### src/rtl/uirq_pkg.sv
// Package for the UART interrupt front end.
// Holds the enable bit positions, the register selector values and the
// source code type. The bit positions are fixed because host software
// decodes them.
package uirq_pkg;

    localparam int DATA_W = 8;

    // Enable register bit positions
    localparam int EN_RXRDY = 0;
    localparam int EN_TXEMP = 1;
    localparam int EN_LINE  = 2;
    localparam int EN_MODEM = 3;
    localparam int EN_SLEEP = 4;
    localparam int EN_XOFF  = 5;
    localparam int EN_RTS   = 6;
    localparam int EN_CTS   = 7;

    // Register selector values
    localparam logic SEL_ENABLE = 1'b0;
    localparam logic SEL_STATUS = 1'b1;

    // Source codes; a lower non-zero value means a higher priority
    typedef enum logic [2:0] {
        SRC_NONE  = 3'd0,
        SRC_LINE  = 3'd1,
        SRC_RXRDY = 3'd2,
        SRC_TXEMP = 3'd3,
        SRC_MODEM = 3'd4,
        SRC_XOFF  = 3'd5,
        SRC_HSHK  = 3'd6
    } src_code_e;

    localparam int NUM_SRC = 6;

endpackage

### src/rtl/uirq_enable_reg.sv
// Enable register.
// Loads the write data when wr_en is high and holds it otherwise.
// Assumes the caller has already decoded wr_en for the enable selector.
// Resets to all zeros.
module uirq_enable_reg #(
    parameter int W = 8
) (
    input  logic         clk,
    input  logic         rst_n,
    input  logic         wr_en,
    input  logic [W-1:0] wdata,
    output logic [W-1:0] en_q
);

    // Enable storage: clear on reset, load on a decoded write
    always_ff @(posedge clk) begin
        if (!rst_n)
            en_q <= '0;
        else if (wr_en)
            en_q <= wdata;
    end

    AST_IER_LOAD: assert property (@(posedge clk) disable iff (!rst_n)
        wr_en |=> en_q == $past(wdata));
    AST_IER_HOLD: assert property (@(posedge clk) disable iff (!rst_n)
        !wr_en |=> $stable(en_q));

endmodule

### src/rtl/uirq_event_latch.sv
// Sticky event flags.
// The first EDGES flags are set by a 0-to-1 transition on their level
// input. The remaining PULSES flags are set by a high pulse. A common
// clear drops every flag, but a set on the same edge takes precedence.
// Assumes all inputs are synchronous to clk.
module uirq_event_latch #(
    parameter int EDGES  = 2,
    parameter int PULSES = 1
) (
    input  logic                      clk,
    input  logic                      rst_n,
    input  logic [EDGES-1:0]          edge_in,
    input  logic [PULSES-1:0]         pulse_in,
    input  logic                      clr,
    output logic [EDGES+PULSES-1:0]   pend
);

    localparam int NF = EDGES + PULSES;

    logic [EDGES-1:0] prev_q;
    logic [NF-1:0]    set_ev;

    // Previous line levels; they follow the lines even in reset so that
    // a line that is high at release gives no false edge
    always_ff @(posedge clk) begin
        prev_q <= edge_in;
    end

    genvar gi;
    generate
        for (gi = 0; gi < EDGES; gi++) begin : g_edge
            // Rising-edge detect for one line
            assign set_ev[gi] = edge_in[gi] & ~prev_q[gi];
        end
        for (gi = 0; gi < PULSES; gi++) begin : g_pulse
            // Pulse sources set directly
            assign set_ev[EDGES+gi] = pulse_in[gi];
        end
        for (gi = 0; gi < NF; gi++) begin : g_flag
            // One sticky flag: a set beats a clear
            always_ff @(posedge clk) begin
                if (!rst_n)
                    pend[gi] <= 1'b0;
                else if (set_ev[gi])
                    pend[gi] <= 1'b1;
                else if (clr)
                    pend[gi] <= 1'b0;
            end

            AST_PEND_SET: assert property (@(posedge clk) disable iff (!rst_n)
                set_ev[gi] |=> pend[gi]);
            AST_PEND_HOLD: assert property (@(posedge clk) disable iff (!rst_n)
                pend[gi] && !clr |=> pend[gi]);
            AST_PEND_CLEAR: assert property (@(posedge clk) disable iff (!rst_n)
                clr && !set_ev[gi] |=> !pend[gi]);
        end
    endgenerate

endmodule

### src/rtl/uirq_prio.sv
// Fixed-priority source encoder.
// req[0] has the highest priority. The output code is the index of the
// lowest set request plus one, or SRC_NONE when no request is set.
// Assumes the requests are already masked by their enables.
module uirq_prio
    import uirq_pkg::*;
#(
    parameter int N = NUM_SRC
) (
    input  logic       clk,
    input  logic       rst_n,
    input  logic [N-1:0] req,
    output src_code_e    code
);

    // Scan from lowest priority to highest so that the last hit wins
    always_comb begin
        code = SRC_NONE;
        for (int i = N - 1; i >= 0; i--) begin
            if (req[i])
                code = src_code_e'(3'(i + 1));
        end
    end

    AST_PRIO_LINE: assert property (@(posedge clk) disable iff (!rst_n)
        req[0] |-> code == SRC_LINE);
    AST_PRIO_NONE: assert property (@(posedge clk) disable iff (!rst_n)
        req == '0 |-> code == SRC_NONE);

endmodule

### src/rtl/uirq_ctrl.sv
// UART interrupt enable and event logic, top level.
// Decodes the register port, keeps the enable register and the sticky
// flags for CTS, RTS and Xoff, masks every source and encodes a
// priority code. irq and irq_src are combinational from the registered
// state and the level inputs. reg_rdata is registered.
// Assumes every input is synchronous to clk.
module uirq_ctrl
    import uirq_pkg::*;
#(
    parameter int MSR_W = 4
) (
    input  logic              clk,
    input  logic              rst_n,
    input  logic              reg_wr,
    input  logic              reg_rd,
    input  logic              reg_sel,
    input  logic [DATA_W-1:0] reg_wdata,
    output logic [DATA_W-1:0] reg_rdata,
    input  logic              rx_ready,
    input  logic              tx_empty,
    input  logic              line_err,
    input  logic [MSR_W-1:0]  modem_delta,
    input  logic              xoff_seen,
    input  logic              cts_line,
    input  logic              rts_line,
    output logic              irq,
    output logic [2:0]        irq_src,
    output logic              sleep_en
);

    localparam int P_CTS  = 0;
    localparam int P_RTS  = 1;
    localparam int P_XOFF = 2;

    logic [DATA_W-1:0] en_q;
    logic [2:0]        pend;
    logic [NUM_SRC-1:0] masked;
    logic              ier_wr;
    logic              stat_rd;
    src_code_e         code;
    logic [DATA_W-1:0] status_byte;

    // Register port decode
    assign ier_wr  = reg_wr & (reg_sel == SEL_ENABLE);
    assign stat_rd = reg_rd & (reg_sel == SEL_STATUS);

    uirq_enable_reg #(.W(DATA_W)) u_en (
        .clk   (clk),
        .rst_n (rst_n),
        .wr_en (ier_wr),
        .wdata (reg_wdata),
        .en_q  (en_q)
    );

    uirq_event_latch #(.EDGES(2), .PULSES(1)) u_evt (
        .clk      (clk),
        .rst_n    (rst_n),
        .edge_in  ({rts_line, cts_line}),
        .pulse_in (xoff_seen),
        .clr      (stat_rd),
        .pend     (pend)
    );

    // Masked sources, in priority order from index 0
    always_comb begin
        masked[0] = line_err & en_q[EN_LINE];
        masked[1] = rx_ready & en_q[EN_RXRDY];
        masked[2] = tx_empty & en_q[EN_TXEMP];
        masked[3] = (|modem_delta) & en_q[EN_MODEM];
        masked[4] = pend[P_XOFF] & en_q[EN_XOFF];
        masked[5] = (pend[P_CTS] & en_q[EN_CTS]) | (pend[P_RTS] & en_q[EN_RTS]);
    end

    uirq_prio #(.N(NUM_SRC)) u_prio (
        .clk   (clk),
        .rst_n (rst_n),
        .req   (masked),
        .code  (code)
    );

    // Output drive
    assign irq      = |masked;
    assign irq_src  = code;
    assign sleep_en = en_q[EN_SLEEP];

    // Status byte layout: flags in the top bits, code in the bottom bits
    assign status_byte = {pend[P_CTS], pend[P_RTS], pend[P_XOFF], 2'b00, code};

    // Registered read data; it holds between reads
    always_ff @(posedge clk) begin
        if (!rst_n)
            reg_rdata <= '0;
        else if (reg_rd)
            reg_rdata <= (reg_sel == SEL_STATUS) ? status_byte : en_q;
    end

    AST_IRQ_MATCHES_SRC: assert property (@(posedge clk) disable iff (!rst_n)
        irq == (irq_src != 3'd0));
    AST_SLEEP_FOLLOWS: assert property (@(posedge clk) disable iff (!rst_n)
        ier_wr |=> sleep_en == $past(reg_wdata[EN_SLEEP]));
    AST_NO_EN_NO_IRQ: assert property (@(posedge clk) disable iff (!rst_n)
        (en_q & ~(DATA_W'(1) << EN_SLEEP)) == '0 |-> !irq);

endmodule

### config.mk
export PLATFORM = sky130hd
export DESIGN_NAME = uirq_ctrl
export DESIGN_NICKNAME = d
export VERILOG_FILES = /design/src/rtl/uirq_pkg.sv /design/src/rtl/uirq_enable_reg.sv /design/src/rtl/uirq_event_latch.sv /design/src/rtl/uirq_prio.sv /design/src/rtl/uirq_ctrl.sv
export SDC_FILE = /design/constraint.sdc
export NUM_CORES = 1
export LEC_CHECK = 0
export BUFFER_PORTS_ARGS = -buffer_cell sky130_fd_sc_hd__buf_2
export CAP_MARGIN = 40
export CORE_ASPECT_RATIO = 0.9
export CORE_MARGIN = 2
export CORE_UTILIZATION = 35
export DETAILED_ROUTE_END_ITERATION = 16
export GPL_TIMING_DRIVEN = 0
export PLACE_DENSITY = 0.59
export RECOVER_POWER = 100
export SLEW_MARGIN = 20
export SYNTH_ARGS = -nofsm -noshare
export SYNTH_HDL_FRONTEND = slang
export SYNTH_SLANG_ARGS = --single-unit
### constraint.sdc
create_clock -name clk -period 1.1 [get_ports clk]
set_input_delay 0.11 -clock clk [delete_from_list [all_inputs] [get_ports clk]]
set_output_delay 0.11 -clock clk [all_outputs]
set_load 0.03 [all_outputs]
==> impl_metrics.csv, run 1 <==
group,metric,value,unit
cells_and_area,final_cell_area,1350,sq um
routing,drcViolationCount,0,
grt,grt_usage,15.28,%
worst_setup_path,cp_cell_sequence,"a222oi_1 -> and2_4 -> nor3_2 -> buf_4",
floorplanning,die_area,3208,sq um
clocking,cts.clk_slew.worst_paths,130,ps
timing,drv_slew,0,
timing,fin_hold_ws,29.13,ps
pwr,power.switching,459.2,uW
worst_setup_path,timing.rr.start,"u_en.en_q[3]",
worst_setup_path,required,990,ps
worst_setup_path,critPathArrivalTime,1440,ps
grt,grt_start_max_net_pins,13,
worst_setup_path,critical-path-top-delay-family,"compound AO/OA/AOI/OAI gates",
timing,fin_worst_skew,15.43,ps
pwr,p_leak,0.0006208,uW
placement,gp_congestion,0.8105,
clocking,cts_buffer_depth,2,
synth,synth_fp_nets,122,
timing,worst_pin_slew,675.2,ps
routing,drt-vias-per-instance,5.108,
floorplanning,dieHeight,53.94,um
timing,min_period,1552,ps
placement,io_buffers,35,
grt,first_global_vias,766,
cells_and_area,final_nets,170,
cells_and_area,syn_to_final_growth,39.23,%
pwr,comb_power_share,22.3,%
worst_setup_path,cp_max_fo,2,
synth,synth_area_leaders,"dfxtp_1 43%, mux2i_1 11%, nor2b_1 9.0%, o211a_1 4.1%, nand2_1 3.5%",
min_path,hp-class,"in2reg",
routing,dr.pass1.iters,4,
synth,post-synth-top-count-cell,"dfxtp_1",
flow_run,maxCapViolCount,0,
clocking,cts_tree,"yes",
floorplanning,rows,18,
placement,place_ws,-236.5,ps
synth,synth_area,969.7,sq um
synth,synth_cells,99,
synth,synth_edf_count,0,
routing,wirelength,2.292,mm
pwr,clock_power_share,24.3,%
clocking,cts_num_sinks,21,
pwr,vdd_ir_drop_max,0.7202,mV
timing,hold_violations,0,
worst_setup_path,path_buf_inv,1,
synth,yosysWarnings,0,
outcome,violations,"setup timing",
pwr,swShare,29.43,%
worst_setup_path,startpoint,"u_en.en_q[7]",
worst_setup_path,worstSetupPathType,"reg2out",
worst_setup_path,cp-start-kind,"register",
pwr,power_density,1156,nW/um^2
synth,synth_top_area_cell,"dfxtp_1",
grt,grt_pass1_wl,3.505,mm
worst_setup_path,worst_setup_path_end_kind,"primary output",
cells_and_area,finish.utilization,50.37,%
grt,antenna_found_initial,0,
timing,setup_viol,5,
cells_and_area,nFillCells,263,
routing,drtIter0Drc,34,
worst_setup_path,reg2reg_slack,-210,ps
routing,vias,899,
timing,rsz0062_at_grt,"true",
floorplanning,core,2680,sq um
routing,avgRoutedWirePerCell,13.02,um
placement,dpl-instance-area,1194,sq um
synth,synth_top_area_share,43.35,%
cells_and_area,n_antenna_cell,0,
routing,ant_nets,0,
timing,worst_slack,-451.7,ps
clocking,htreeDepth,1,
outcome,status,"finished with violations",
synth,yosysSeqAreaShare,43.35,%
clocking,clock_latency,310,ps
timing,max_freq,0.6444,GHz
placement,hpwlAfterDp,1.722,mm
clocking,numCtsBuffers,3,
pwr,p_int,1101,uW
synth,ys_ff_latch,21,
worst_setup_path,crit_slowest_cell,"a222oi_1",
synth,synth_cell_type_count,29,
min_path,min_from,"xoff_seen",
synth,ys.flop_type,"dfxtp_1",
floorplanning,die_w,59.48,um
floorplanning,boundaryPins,36,
pwr,power_frac_seq,53.4,%
cells_and_area,drive_gt1_share,43.15,%
floorplanning,start_util,36.18,%
timing,tns,-1844,ps
clocking,cts-root-buf,"clkbuf_4",
grt,grt_overflow,0,
synth,avgSynthCellArea,9.795,sq um
timing,relSlewSlack,54.98,%
synth,synth_async_sr_flop_share,0,%
synth,synth_common_cells,"21 x dfxtp_1, 14 x nor2b_1, 11 x mux2i_1",
timing,period_share,141.1,%
worst_setup_path,slowest_delay,400,ps
[what timing repair did]
action	CTS	global route
buffers inserted	5	1
endpoints found under the setup margin	5	7
hold endpoints to repair	2	0
hold buffers	2	0
pin swaps	3	4
cloned	0	0
resized for setup	25	3
[through the flow]
step	cells	power, uW
after CTS	175	1575
final	176	1560
after global routing	176	1658
after detailed placement	164	1150
after global placement	164	1142
after floorplan	99	1039
[flip-flops by register name, indices dropped and copies added, names as in the netlist]
register      count
u_evt.prev_q      2
u_en.en_q         8
u_evt.pend        3
reg_rdata         8
[final cells by class]
class,count,area (sq um),area share [%]
Clock inverter,1,5.005,0.3707
Tap cell,30,37.54,2.780
Inverter,2,7.507,0.5561
Buffer,5,18.77,1.390
Clock buffer,3,22.52,1.668
Timing Repair Buffer,43,264.0,19.56
Multi-Input combinational cell,71,558.0,41.33
Sequential cell,21,436.7,32.34
[final timing paths]
check,to,cells past startpoint
worst max register to register,reg_rdata[2],4
worst min register to register,reg_rdata[5],1
worst min-delay path,u_evt.pend[2],3
worst max-delay path,irq_src[2],4
[power by group through the flow]
stage | logic [uW] | clock network (uW) | registers, uW
detailed placement | 300 | 0 | 849
global placement | 294 | 0 | 848
CTS | 347 | 396 | 832
floorplan | 164 | 0 | 875
global route | 379 | 440 | 839
finish | 348 | 379 | 833
[worst register-to-register path, delay by kind of cell, from the launching register on]
family          cells  cell delay (ps)
buf+inv             1              150
flops               1              400
compound gates      3              680
[placed cells by master, fill, tap and decap left out, types with 2 or more instances in the layout]
master / netlist / final
dlygate4sd3_1: 0 / 2
and2_1: 4 / 2
nor2b_1: 14 / 14
o21ai_0: 2 / 2
o2bb2ai_1: 2 / 2
dfxtp_1: 21 / 12
o211a_1: 4 / 4
buf_6: 0 / 4
a31oi_1: 2 / 2
dfxtp_2: 0 / 7
clkbuf_2: 0 / 9
clkbuf_1: 3 / 6
buf_4: 0 / 6
and2_4: 0 / 2
nand2_1: 9 / 9
a21oi_1: 4 / 4
mux2i_1: 11 / 11
inv_1: 2 / 2
buf_2: 2 / 21
dfxtp_4: 0 / 2
clkbuf_4: 0 / 3
[cell families after synthesis]
group                  Yosys count  synth area share [%]
AND/OR/NAND/NOR                 34                 19.10
AO/OA/AOI/OAI                   26                 23.23
flip-flops                      21                 43.35
multiplexers                    11                 11.36
buffers and inverters            7                 2.968
[routing by layer]
metal / global-route usage (%) / up-vias / share of wire [%]
li1: - / 452 / -
met1: 20.49 / 415 / 45
met2: 23.63 / 30 / 47
met3: 5.288 / 2 / 7.1
met4: 3.409 / 0 / 0.65
met5: 0 / - / 0
(Power assumes the default switching activity.)
==> inputs of run 2 (changes only) <==
--- a/config.mk
+++ b/config.mk
@@ -7,13 +7,16 @@
 export LEC_CHECK = 0
 export BUFFER_PORTS_ARGS = -buffer_cell sky130_fd_sc_hd__buf_2
 export CAP_MARGIN = 40
+export CELL_PAD_IN_SITES_DETAIL_PLACEMENT = 2
+export CELL_PAD_IN_SITES_GLOBAL_PLACEMENT = 2
 export CORE_ASPECT_RATIO = 0.9
 export CORE_MARGIN = 2
-export CORE_UTILIZATION = 35
+export CORE_UTILIZATION = 25
 export DETAILED_ROUTE_END_ITERATION = 16
 export GPL_TIMING_DRIVEN = 0
-export PLACE_DENSITY = 0.59
+export PLACE_DENSITY = 0.7
 export RECOVER_POWER = 100
+export SKIP_CTS_REPAIR_TIMING = 1
 export SLEW_MARGIN = 20
 export SYNTH_ARGS = -nofsm -noshare
 export SYNTH_HDL_FRONTEND = slang
==> run 2 against run 1 <==
Net effect: highest routed layer unchanged; hold slack gained 45 ps; the run still ends with setup timing left; utilization shrank 15 points; global-route usage shrank 1.9 points; clock-buffer cell count is the same; register-to-register slack lost 20 ps.
==> impl_metrics.csv, run 2 (synthesis gave the netlist of run 1 again) <==
group,metric,value,unit
worst_setup_path,required,990,ps
timing,setup_viol,6,
grt,grt_usage,13.41,%
grt,met1_usage,16.55,%
worst_setup_path,cp-start-kind,"register",
timing,fin_worst_skew,2.184,ps
worst_setup_path,worstSetupPathType,"reg2out",
grt,use_met2,22.96,%
clocking,cts-root-buf,"clkbuf_8",
clocking,numCtsBuffers,3,
cells_and_area,n_antenna_cell,0,
cells_and_area,final_cell_mix,"21 x buf_2, 15 x dfxtp_1, 14 x nor2b_1",
routing,avgRoutedWirePerCell,15.20,um
grt,grt_pass1_wl,4.623,mm
pwr,comb_power_share,19.4,%
placement,io_buffers,35,
floorplanning,die_area,4394,sq um
timing,rsz0062_at_grt,"true",
pwr,clock_power_share,31.7,%
min_path,min_from,"xoff_seen",
routing,wirelength,2.872,mm
worst_setup_path,startpoint,"u_en.en_q[7]",
clocking,htreeDepth,1,
pwr,swShare,29.59,%
placement,place_inst,180,
pwr,finalPower,1708,uW
outcome,violations,"setup timing",
timing,hold_violations,0,
clocking,cts.clk_slew.worst_paths,80,ps
timing,worst_pin_slew,596.3,ps
cells_and_area,reg_top3,"reg_rdata (8), u_en.en_q (8), u_evt.pend (3)",
timing,relSlewSlack,60.25,%
clocking,cts_buffer_depth,2,
routing,dr.pass1.iters,4,
cells_and_area,syn_to_final_growth,37.29,%
timing,worst_slack,-473.6,ps
routing,drt-vias-per-instance,4.804,
worst_setup_path,critPathArrivalTime,1460,ps
floorplanning,start_util,25.99,%
pwr,p_int,1203,uW
pwr,power_frac_seq,48.9,%
timing,max_freq,0.6355,GHz
grt,first_global_vias,958,
min_path,hp-class,"in2reg",
flow_run,maxCapViolCount,0,
pwr,power.switching,505.4,uW
floorplanning,dieHeight,63.09,um
worst_setup_path,timing.rr.start,"u_en.en_q[7]",
worst_setup_path,cp_max_fo,4,
timing,min_period,1574,ps
floorplanning,boundaryPins,36,
timing,fin_hold_ws,74.12,ps
grt,grt_overflow,0,
cells_and_area,final_common_cell,"buf_2",
timing,period_share,143.1,%
routing,drtIter0Drc,18,
floorplanning,rows,21,
clocking,cts_tree,"yes",
placement,hpwlAfterDp,2.194,mm
grt,antenna_found_initial,0,
clocking,cts_num_sinks,21,
timing,drv_slew,0,
floorplanning,die_w,69.65,um
grt,grt.busiest_layer,"met2",
pwr,power_density,1283,nW/um^2
placement,gp_congestion,0.7276,
pwr,vdd_ir_drop_max,0.7060,mV
pwr,p_leak,0.0005963,uW
placement,place_ws,-268.0,ps
routing,drcViolationCount,0,
clocking,clock_latency,270,ps
routing,vias,908,
grt,grt_start_max_net_pins,14,
cells_and_area,final_nets,167,
outcome,status,"finished with violations",
routing,ant_nets,0,
grt,use_met3,4.320,%
worst_setup_path,worst_setup_path_end_kind,"primary output",
cells_and_area,drive_gt1_share,37.76,%
floorplanning,core,3731,sq um
cells_and_area,instances_no_fill,189,
run 2: worst paths after layout:
check                  end  slack, ps  cells after the start
min reg2reg   reg_rdata[5]        490                      1
max             irq_src[2]       -470                      5
min          u_evt.pend[2]         70                      3
max reg2reg   reg_rdata[2]       -230                      5
run 2: through the flow:
step | setup TNS (ps) | instance area (sq um) | utilization, %
6_report | -1892 | 1331 | 35.68
5_1_grt | -2284 | 1331 | 35.68
4_1_cts | -2126 | 1262 | 33.84
3_5_place_dp | -1281 | 1214 | 32.53
3_3_place_gp | -973.5 | 1214 | 32.53
2_1_floorplan | -127.7 | 980.9 | -
run 2: critical path: stages, from the launching register on:
cell	delay, ps
dfxtp_2	340
a222oi_1	330
buf_4	180
and2_4	140
nor3_2	30
buf_4	170
run 2: layout make-up:
| class | instances | area (sq um) |
|---|---|---|
| inverter | 2 | 7.507 |
| timing repair buffer | 40 | 222.7 |
| multi-input combinational | 71 | 541.8 |
| buffer | 5 | 20.02 |
| fill | 441 | 2400 |
| tap | 46 | 57.56 |
| clock buffer | 3 | 41.29 |
| clock inverter | 1 | 7.507 |
| sequential | 21 | 432.9 |
run 2: layer usage:
metal	vias up	wire [um]
met2	22	1447
met1	437	1275
met3	4	131
li1	445	-
met5	-	0
met4	0	18
run 2: power by group through the flow:
| stage | Clock [uW] | Sequential (uW) | Combinational [uW] |
|---|---|---|---|
| after detailed placement | 0 | 853 | 310 |
| after CTS | 560 | 834 | 312 |
| after floorplan | 0 | 875 | 164 |
| final | 542 | 835 | 331 |
| after global placement | 0 | 848 | 301 |
| after global routing | 605 | 842 | 364 |
